**config.mk**
```make
export PLATFORM = sky130hd
export DESIGN_NAME = pwr_mode_sup
export DESIGN_NICKNAME = d
export VERILOG_FILES = /design/src/rtl/pms_pkg.sv /design/src/rtl/pms_fault_arb.sv /design/src/rtl/pms_mode_fsm.sv /design/src/rtl/pms_rst_timer.sv /design/src/rtl/pms_wake_latch.sv /design/src/rtl/pwr_mode_sup.sv
export SDC_FILE = /design/constraint.sdc
export NUM_CORES = 1
export LEC_CHECK = 0
export BUFFER_PORTS_ARGS = -buffer_cell sky130_fd_sc_hd__buf_2
export CAP_MARGIN = 15
export CELL_PAD_IN_SITES_DETAIL_PLACEMENT = 1
export CELL_PAD_IN_SITES_GLOBAL_PLACEMENT = 2
export CORE_ASPECT_RATIO = 1.5
export CORE_MARGIN = 1
export CORE_UTILIZATION = 25
export CTS_CLUSTER_DIAMETER = 40
export CTS_CLUSTER_SIZE = 25
export DETAILED_ROUTE_END_ITERATION = 16
export GPL_ROUTABILITY_DRIVEN = 0
export GPL_TIMING_DRIVEN = 0
export MAX_ROUTING_LAYER = met4
export PLACE_DENSITY_LB_ADDON = 0.1
export SYNTH_ARGS = -nofsm -noshare
export SYNTH_HDL_FRONTEND = slang
export SYNTH_SLANG_ARGS = --single-unit
```
**constraint.sdc**
```tcl
create_clock -name clk -period 1.4 [get_ports clk]
set_input_delay 0.14 -clock clk [delete_from_list [all_inputs] [get_ports clk]]
set_output_delay 0.14 -clock clk [all_outputs]
set_load 0.01 [all_outputs]
```
**src/rtl/pms_pkg.sv**
```systemverilog
package pms_pkg;
  localparam int NMODE = 5;

  typedef enum logic [2:0] {
    M_OFF   = 3'd0,
    M_RESET = 3'd1,
    M_STBY  = 3'd2,
    M_NORM  = 3'd3,
    M_OT    = 3'd4
  } mode_e;

  typedef enum logic [1:0] {
    C_NONE  = 2'd0,
    C_BATUV = 2'd1,
    C_OT    = 2'd2,
    C_RSTEV = 2'd3
  } cause_e;

  function automatic logic [NMODE-1:0] mode_onehot(mode_e m);
    logic [NMODE-1:0] v;
    v = '0;
    v[m] = 1'b1;
    return v;
  endfunction

  function automatic logic supply_on(mode_e m);
    return (m == M_RESET) || (m == M_STBY) || (m == M_NORM);
  endfunction

  function automatic logic host_running(mode_e m);
    return (m == M_STBY) || (m == M_NORM);
  endfunction
endpackage

```
**src/rtl/pms_fault_arb.sv**
```systemverilog
module pms_fault_arb
  import pms_pkg::*;
(
  input  mode_e  mode_q,
  input  logic   bat_uv,
  input  logic   ot_event,
  input  logic   reg_uv,
  input  logic   rst_pin,
  output logic   rst_ev,
  output cause_e cause
);
  logic pin_pulled;

  assign pin_pulled = !rst_pin && host_running(mode_q);
  assign rst_ev     = reg_uv || pin_pulled;

  always_comb begin
    if (bat_uv)
      cause = C_BATUV;
    else if (ot_event && (mode_q != M_OFF))
      cause = C_OT;
    else if (rst_ev && supply_on(mode_q))
      cause = C_RSTEV;
    else
      cause = C_NONE;
  end
endmodule

```
**src/rtl/pms_mode_fsm.sv**
```systemverilog
module pms_mode_fsm
  import pms_pkg::*;
(
  input  logic   clk,
  input  logic   rst_n,
  input  cause_e cause,
  input  logic   bat_pon,
  input  logic   ot_release,
  input  logic   stby_n,
  input  logic   rst_release,
  input  logic   rst_pin,
  output mode_e  mode_q,
  output mode_e  mode_d
);
  always_comb begin
    unique case (cause)
      C_BATUV: mode_d = M_OFF;
      C_OT:    mode_d = M_OT;
      C_RSTEV: mode_d = M_RESET;
      default: begin
        unique case (mode_q)
          M_OFF:   mode_d = bat_pon ? M_RESET : M_OFF;
          M_OT:    mode_d = ot_release ? M_RESET : M_OT;
          M_RESET: mode_d = (rst_release && rst_pin) ? M_STBY : M_RESET;
          M_STBY:  mode_d = stby_n ? M_NORM : M_STBY;
          M_NORM:  mode_d = stby_n ? M_NORM : M_STBY;
          default: mode_d = M_OFF;
        endcase
      end
    endcase
  end

  always_ff @(posedge clk or negedge rst_n) begin
    if (!rst_n)
      mode_q <= M_OFF;
    else
      mode_q <= mode_d;
  end
endmodule

```
**src/rtl/pms_rst_timer.sv**
```systemverilog
module pms_rst_timer
  import pms_pkg::*;
#(
  parameter int RST_CYC = 16
) (
  input  logic  clk,
  input  logic  rst_n,
  input  mode_e mode_q,
  input  mode_e mode_d,
  input  logic  reg_uv,
  output logic  rst_release
);
  localparam int CW = (RST_CYC < 1) ? 1 : $clog2(RST_CYC + 1);
  localparam logic [CW-1:0] LIM = CW'(RST_CYC);

  logic [CW-1:0] cnt_q;
  logic [CW-1:0] cnt_d;
  logic          staying;

  assign staying     = (mode_q == M_RESET) && (mode_d == M_RESET) && !reg_uv;
  assign rst_release = (mode_q == M_RESET) && (cnt_q == LIM) && !reg_uv;

  always_comb begin
    if (!staying)
      cnt_d = '0;
    else if (cnt_q == LIM)
      cnt_d = cnt_q;
    else
      cnt_d = cnt_q + 1'b1;
  end

  always_ff @(posedge clk or negedge rst_n) begin
    if (!rst_n)
      cnt_q <= '0;
    else
      cnt_q <= cnt_d;
  end
endmodule

```
**src/rtl/pms_wake_latch.sv**
```systemverilog
module pms_wake_latch
  import pms_pkg::*;
(
  input  logic  clk,
  input  logic  rst_n,
  input  mode_e mode_q,
  input  mode_e mode_d,
  input  logic  bus_wake,
  output logic  wake_set,
  output logic  wake_q
);
  logic keep;

  assign keep     = (mode_q == M_STBY) && (mode_d == M_STBY);
  assign wake_set = keep && bus_wake;

  always_ff @(posedge clk or negedge rst_n) begin
    if (!rst_n)
      wake_q <= 1'b0;
    else
      wake_q <= keep && (wake_q || bus_wake);
  end
endmodule

```
**src/rtl/pwr_mode_sup.sv**
```systemverilog
module pwr_mode_sup
  import pms_pkg::*;
#(
  parameter int RST_CYC = 16
) (
  input  logic             clk,
  input  logic             rst_n,
  input  logic             bat_pon,
  input  logic             bat_uv,
  input  logic             reg_uv,
  input  logic             ot_event,
  input  logic             ot_release,
  input  logic             stby_n,
  input  logic             rst_pin,
  input  logic             bus_wake,
  output logic [NMODE-1:0] mode_oh,
  output logic             reg_en,
  output logic             xcvr_en,
  output logic             rstn_out,
  output logic             rxd_low
);
  mode_e  mode_q;
  mode_e  mode_d;
  cause_e cause;
  logic   rst_ev;
  logic   rst_release;
  logic   wake_set;
  logic   wake_q;

  pms_fault_arb u_arb (
    .mode_q   (mode_q),
    .bat_uv   (bat_uv),
    .ot_event (ot_event),
    .reg_uv   (reg_uv),
    .rst_pin  (rst_pin),
    .rst_ev   (rst_ev),
    .cause    (cause)
  );

  pms_mode_fsm u_fsm (
    .clk         (clk),
    .rst_n       (rst_n),
    .cause       (cause),
    .bat_pon     (bat_pon),
    .ot_release  (ot_release),
    .stby_n      (stby_n),
    .rst_release (rst_release),
    .rst_pin     (rst_pin),
    .mode_q      (mode_q),
    .mode_d      (mode_d)
  );

  pms_rst_timer #(.RST_CYC(RST_CYC)) u_tmr (
    .clk         (clk),
    .rst_n       (rst_n),
    .mode_q      (mode_q),
    .mode_d      (mode_d),
    .reg_uv      (reg_uv),
    .rst_release (rst_release)
  );

  pms_wake_latch u_wake (
    .clk      (clk),
    .rst_n    (rst_n),
    .mode_q   (mode_q),
    .mode_d   (mode_d),
    .bus_wake (bus_wake),
    .wake_set (wake_set),
    .wake_q   (wake_q)
  );

  assign mode_oh  = mode_onehot(mode_q);
  assign reg_en   = supply_on(mode_q);
  assign xcvr_en  = (mode_q == M_NORM);
  assign rstn_out = host_running(mode_q) || rst_release;
  assign rxd_low  = wake_q;
endmodule

```
==> impl_metrics.ini, run 1 <==
[logic_synthesis]
yosysTopAreaCellShare_pct = 36.7
avgSynthCellArea_um2 = 8.89
synth_edf_count = 0
synthesis.nets = 81
yosysSeqAreaShare_pct = 36.7
synth-seq-cells = 9
synth_ff_type = dfrtp_1
ys_warn_count = 0
syn_inst = 69
yosysTopAreaCell = dfrtp_1
async_reset_ff_share_pct = 100
synth_area_um2 = 613
synth_cell_types = 32
synth_area_leaders = dfrtp_1 37%, nor2_1 4.9%, xor2_1 4.3%, ha_1 4.1%, nor3_1 4.1%

[timing]
fmax_mhz = 595
final-hold-violation-count = 0
worstMarginPinSlew_ns = 0.316
rsz0062_at_grt = true
timing.final.crit_period_ns = 1.68
setup_viol = 13
timing.slew.headroom_pct = 78.7
timing.final.ws_setup_ns = -0.281
slew_violations = 0
fin_crit_sh_pct = 120
fin_tns_setup_ns = -1.80
skew_ns = 0.00975

[setup_path]
path_buf_inv = 3
cpMaxStageDelayCell = dfrtp_1
critPathLaunchType = register
max_stage_delay_ns = 0.40
worstPathRequired_ns = 1.55
arrival_ns = 1.83
path_delay_family = compound AO/OA/AOI/OAI gates
cp_cell_sequence = inv_2 -> ha_4 -> nand4bb_1 -> clkbuf_8 -> o21ai_2 -> o211a_1 -> o32a_4 -> inv_4 -> and3_4
crit_path_end_kind = register
criticalPathCategory = reg2reg
path_max_fanout = 5

[pwr]
p_leak_uw = 0.000495
power_frac_clock_pct = 22.7
internal_power_uw = 609
ir_drop_uv = 575
p_seq_share_pct = 30.6
p_sw_uw = 319
p_comb_share_pct = 46.8
powerDensity_mw_per_mm2 = 868
p_sw_share_pct = 34.4

[cts]
cts_buffers = 3
cts_tree = built
h-tree-depth = 1
clkTransAtPathRegs_ns = 0.07
cts.sinks = 9
clk_path_buf_depth = 2
root_buffer = clkbuf_4
clk_latency_ns = 0.27

[outcome]
status = finished with violations
failed_checks = setup timing

[placed_design]
dp_hpwl_mm = 1.31
dp_worst_setup_slack_ns = -0.399
port_buffers = 18

[routing]
vias_per_cell = 4.98
drcViolationCount = 0
drt-pass1-iter-count = 2
drt_iter0_drc = 6
ant_nets = 0
routedWlPerCell_um = 14.1
drt_wl_total_mm = 1.84
via_count = 648

[floorplan]
dieArea_mm2 = 0.00266
fp.dieH_um = 62.7
dieWidth_um = 42.4
io_pins = 19
fp-row-count = 21
core_area_mm2 = 0.00229
initial_utilization_pct = 26.8

[grt]
grt.met3_usage_pct = 0.867
grt_pass1_vias = 653
gr-max-usage-layer = met2
globalRouteOverflowTotal = 0
track_usage_pct = 14.9
grt_pass1_wl_mm = 2.99
grt_util_met1_pct = 15.9
grtUsageMet2_pct = 27.7
grt_max_degree = 11
antenna_found_initial = 0

[worst_hold_path]
hold_path.class = in2reg

[cells_and_area]
syn_to_final_growth_pct = 74.3
fin_nets = 120
antenna_cells = 0
fillers = 279
drive_gt1_share_pct = 57.9

[job]
max_cap_viol_count = 0
what timing repair did:
item                                    in CTS  in global routing
endpoints found under the setup margin      13                 14
hold endpoints to repair                     9                  0
hold buffers                                 1                  0
buffers inserted                             6                 10
gates resized for setup                     15                 27
pin swaps                                    4                  9
metrics by stage:
stage / power, uW / instances / util [%] / hold slack [ns] / instance area, um^2
after CTS: 805 / 121 / 38.9 / 0.127 / 890
after floorplan: 443 / 69 / - / -0.156 / 613
after global placement: 527 / 110 / 32.0 / -0.0000465 / 732
after global routing: 975 / 130 / 46.7 / 0.143 / 1070
after detailed placement: 532 / 110 / 32.0 / 0.00714 / 732
final: 928 / 130 / 46.7 / 0.128 / 1070
worst paths after layout:
path,startpoint,slack (ns),endpoint,cells past startpoint
max in group asynchronous,rst_n,0.95,u_fsm.mode_q[2],2
min,bat_uv,0.13,u_fsm.mode_q[2],2
max,u_tmr.cnt_q[1],-0.28,u_tmr.cnt_q[4],9
min reg2reg,u_wake.wake_q,0.62,u_wake.wake_q,2
min in group asynchronous,rst_n,0.25,u_tmr.cnt_q[3],2
max reg2reg,u_tmr.cnt_q[1],-0.28,u_tmr.cnt_q[4],9
synth_stat cells (2+ instances only):
cell	n
dfrtp_1	9
nor2_1	8
inv_1	6
nor3_1	5
nand2_1	3
nand2b_1	3
nand3_1	3
nor4_1	3
xor2_1	3
buf_6	2
ha_1	2
o21ai_0	2
per-layer routing:
| metal | vias up | routed length (um) |
|---|---|---|
| li1 | 316 | - |
| met1 | 317 | 686 |
| met2 | 13 | 1090 |
| met3 | 2 | 47 |
| met4 | 0 | 20 |
| met5 | - | 0 |
registers in the layout, indices dropped and copies added, names as in the netlist:
register,cells
u_tmr.cnt_q,5
u_fsm.mode_q,3
u_wake.wake_q,1
power groups by stage:
stage	Sequential, uW	Clock, uW	Combinational, uW
after global routing	285	221	470
after CTS	281	215	309
after global placement	285	0	241
after floorplan	284	0	159
after detailed placement	285	0	246
final	284	210	434
layout make-up:
| cell class | instances | area (um^2) | area share (%) |
|---|---|---|---|
| Sequential cell | 9 | 226 | 21.2 |
| Timing Repair Buffer | 34 | 236 | 22.1 |
| Tap cell | 23 | 28.8 | 2.69 |
| Multi-Input combinational cell | 50 | 470 | 44.0 |
| Clock buffer | 4 | 26.3 | 2.46 |
| Inverter | 6 | 25.0 | 2.34 |
| Buffer | 4 | 55.1 | 5.15 |
cell families (layout without fill, tap and decap cells):
kind of cell / Yosys count / in the layout / synth area share [%]
XOR/XNOR: 4 / 4 / 5.72
adder cells (fa/ha/maj): 2 / 2 / 4.08
AND/OR/NAND/NOR: 33 / 33 / 30.4
buffers and inverters: 10 / 48 / 9.39
AO/OA/AOI/OAI: 10 / 10 / 11.8
multiplexers: 1 / 1 / 1.84
flip-flops: 9 / 9 / 36.7
placed cells by master (no fill, tap or decap), types with 2 or more instances in the layout:
| cell | synthesis | final |
|---|---|---|
| nor2_1 | 8 | 5 |
| xor2_1 | 3 | 3 |
| buf_2 | 0 | 16 |
| dfrtp_1 | 9 | 8 |
| buf_4 | 1 | 12 |
| inv_2 | 0 | 2 |
| buf_6 | 2 | 6 |
| inv_1 | 6 | 3 |
| nand3_1 | 3 | 3 |
| nor4_1 | 3 | 2 |
| buf_8 | 0 | 2 |
| nor3_4 | 0 | 3 |
| nor2_4 | 0 | 2 |
| nand2_1 | 3 | 3 |
| nor3_1 | 5 | 3 |
| nand2b_1 | 3 | 2 |
| clkbuf_4 | 0 | 3 |
Power figures use the tool's default switching activity.
==> run 2: changes to the inputs <==
--- a/config.mk
+++ b/config.mk
@@ -9,7 +9,7 @@
 export CAP_MARGIN = 15
 export CELL_PAD_IN_SITES_DETAIL_PLACEMENT = 1
 export CELL_PAD_IN_SITES_GLOBAL_PLACEMENT = 2
-export CORE_ASPECT_RATIO = 1.5
+export CORE_ASPECT_RATIO = 0.6
 export CORE_MARGIN = 1
 export CORE_UTILIZATION = 25
 export CTS_CLUSTER_DIAMETER = 40
@@ -19,6 +19,7 @@
 export GPL_TIMING_DRIVEN = 0
 export MAX_ROUTING_LAYER = met4
 export PLACE_DENSITY_LB_ADDON = 0.1
+export REMOVE_ABC_BUFFERS = 1
 export SYNTH_ARGS = -nofsm -noshare
 export SYNTH_HDL_FRONTEND = slang
 export SYNTH_SLANG_ARGS = --single-unit
==> run 2 against run 1 <==
The flow still finishes with violations (setup timing). Global-route usage up 1.9 points. Clock power up 47%. Total power up 13%. Largest cell class unchanged. Largest power group unchanged.
==> impl_metrics.ini, run 2 (synthesized netlist as in run 1, its figures left out) <==
[cts]
cts.sinks = 9
clk_latency_ns = 0.24
h-tree-depth = 1
clkTransAtPathRegs_ns = 0.05
root_buffer = clkbuf_8
cts_tree = built
cts_buffers = 3
clk_path_buf_depth = 2

[routing]
routedWlPerCell_um = 15.4
ant_nets = 0
drcViolationCount = 0
drt_wl_total_mm = 2.14
drt_iter0_drc = 10
drt-pass1-iter-count = 4
via_count = 661
vias_per_cell = 4.76

[outcome]
failed_checks = setup timing
status = finished with violations

[cells_and_area]
fin_nets = 122
reg.largest.list = u_tmr.cnt_q x5, u_fsm.mode_q x3, u_wake.wake_q x1
antenna_cells = 0
layout_commonest_cell = buf_4
largest_reg_flops = 5
layout_common_cells = 16 x buf_4, 14 x buf_2, 9 x buf_6
regMostFlops = u_tmr.cnt_q
final_util_pct = 50.7
syn_to_final_growth_pct = 85.7
fillers = 255
drive_gt1_share_pct = 66.1
final_cells = 139

[floorplan]
initial_utilization_pct = 27.3
io_pins = 19
dieWidth_um = 65.9
core_area_mm2 = 0.00224
fp.dieH_um = 40.4
fp-row-count = 13
dieArea_mm2 = 0.00266

[timing]
worstMarginPinSlew_ns = 0.252
skew_ns = 0.00272
final-hold-violation-count = 0
setup_viol = 13
timing.final.ws_setup_ns = -0.205
timing.final.crit_period_ns = 1.61
slew_violations = 0
fin_crit_sh_pct = 115
fin_tns_setup_ns = -1.30
timing.slew.headroom_pct = 83.1
rsz0062_at_grt = true
fmax_mhz = 623

[grt]
grt_pass1_wl_mm = 2.96
grt_pass1_vias = 574
track_usage_pct = 16.8
antenna_found_initial = 0
gr-max-usage-layer = met2
grt_util_met1_pct = 21.7
grtUsageMet2_pct = 26.0
grt_max_degree = 10
globalRouteOverflowTotal = 0
grt.met3_usage_pct = 6.53

[pwr]
ir_drop_uv = 681
totalPowerFinal_uw = 1050
p_leak_uw = 0.000503
powerDensity_mw_per_mm2 = 923

[placed_design]
place_inst = 113
dp_hpwl_mm = 1.23
port_buffers = 18
dp_worst_setup_slack_ns = -0.489

[setup_path]
worstPathRequired_ns = 1.53
criticalPathCategory = reg2reg
cp-startpoint = u_tmr.cnt_q[1]
cp-endpoint = u_tmr.cnt_q[4]
path_max_fanout = 5
cpMostUsedCell = inv_2
cp_cell_sequence = inv_2 -> ha_4 -> nand4bb_4 -> o21ai_1 -> o211a_1 -> o32a_4 -> inv_2 -> and3_1
reg2reg_from = u_tmr.cnt_q[1]
reg2reg_to = u_tmr.cnt_q[4]
crit_path_end_kind = register
rrSetupSlack_ns = -0.21
critPathLaunchType = register
path_delay_family = compound AO/OA/AOI/OAI gates
crit_cells = 8
path_buf_inv = 2
worst_r2r_path_depth = 8
max_stage_delay_ns = 0.39
arrival_ns = 1.73
cpMaxStageDelayCell = dfrtp_1

[job]
max_cap_viol_count = 0

[worst_hold_path]
hold_path.class = in2reg
[run 2: final cells by class]
type / count / area [um^2] / share of cell area, %
clock inverters: 1 / 5.00 / 0.440
well taps: 30 / 37.5 / 3.30
multi-input cells: 50 / 502 / 44.1
inverters: 6 / 22.5 / 1.98
flip-flops and latches: 9 / 229 / 20.1
repair buffers: 40 / 302 / 26.5
clock buffers: 3 / 41.3 / 3.63
[run 2: per-stage QoR]
stage | hold slack (ns) | instance area [um^2]
after global routing | 0.271 | 1140
after floorplan | -0.156 | 578
after CTS | 0.161 | 972
after global placement | 0.00800 | 706
after detailed placement | 0.00568 | 706
final | 0.222 | 1140
[run 2: how the worst min path moves through the flow]
stage	start	cells past startpoint	to	slack, ns
2_1_floorplan	rst_n	0	u_fsm.mode_q[0]	-0.16
5_1_grt	bus_wake	3	u_wake.wake_q	0.27
3_3_place_gp	rst_n	1	u_tmr.cnt_q[3]	0.008
3_5_place_dp	rst_n	1	u_tmr.cnt_q[3]	0.006
6_report	bus_wake	3	u_wake.wake_q	0.22
4_1_cts	bat_uv	2	u_fsm.mode_q[2]	0.16
[run 2: where the power goes]
| group | internal (uW) | switching [uW] |
|---|---|---|
| clock network | 195 | 114 |
| logic | 228 | 204 |
| registers | 275 | 35.3 |
[run 2: repair_timing]
item	4_1_cts	5_1_grt
hold buffers	1	0
gates resized for setup	27	23
setup buffers	13	8
setup endpoints to repair	12	15
pin swaps	7	10
endpoints found under the hold margin	9	0
[run 2: per-layer routing]
layer  wire [um]  vias up
li1            -      321
met1         993      326
met2        1050       12
met3          90        2
met4           6        0
met5           0        -
[run 2: worst register-to-register path, cell delays in order, from the launching register on]
cell	delay [ns]
dfrtp_1	0.39
inv_2	0.09
ha_4	0.14
nand4bb_4	0.14
o21ai_1	0.15
o211a_1	0.18
o32a_4	0.22
inv_2	0.06
and3_1	0.14
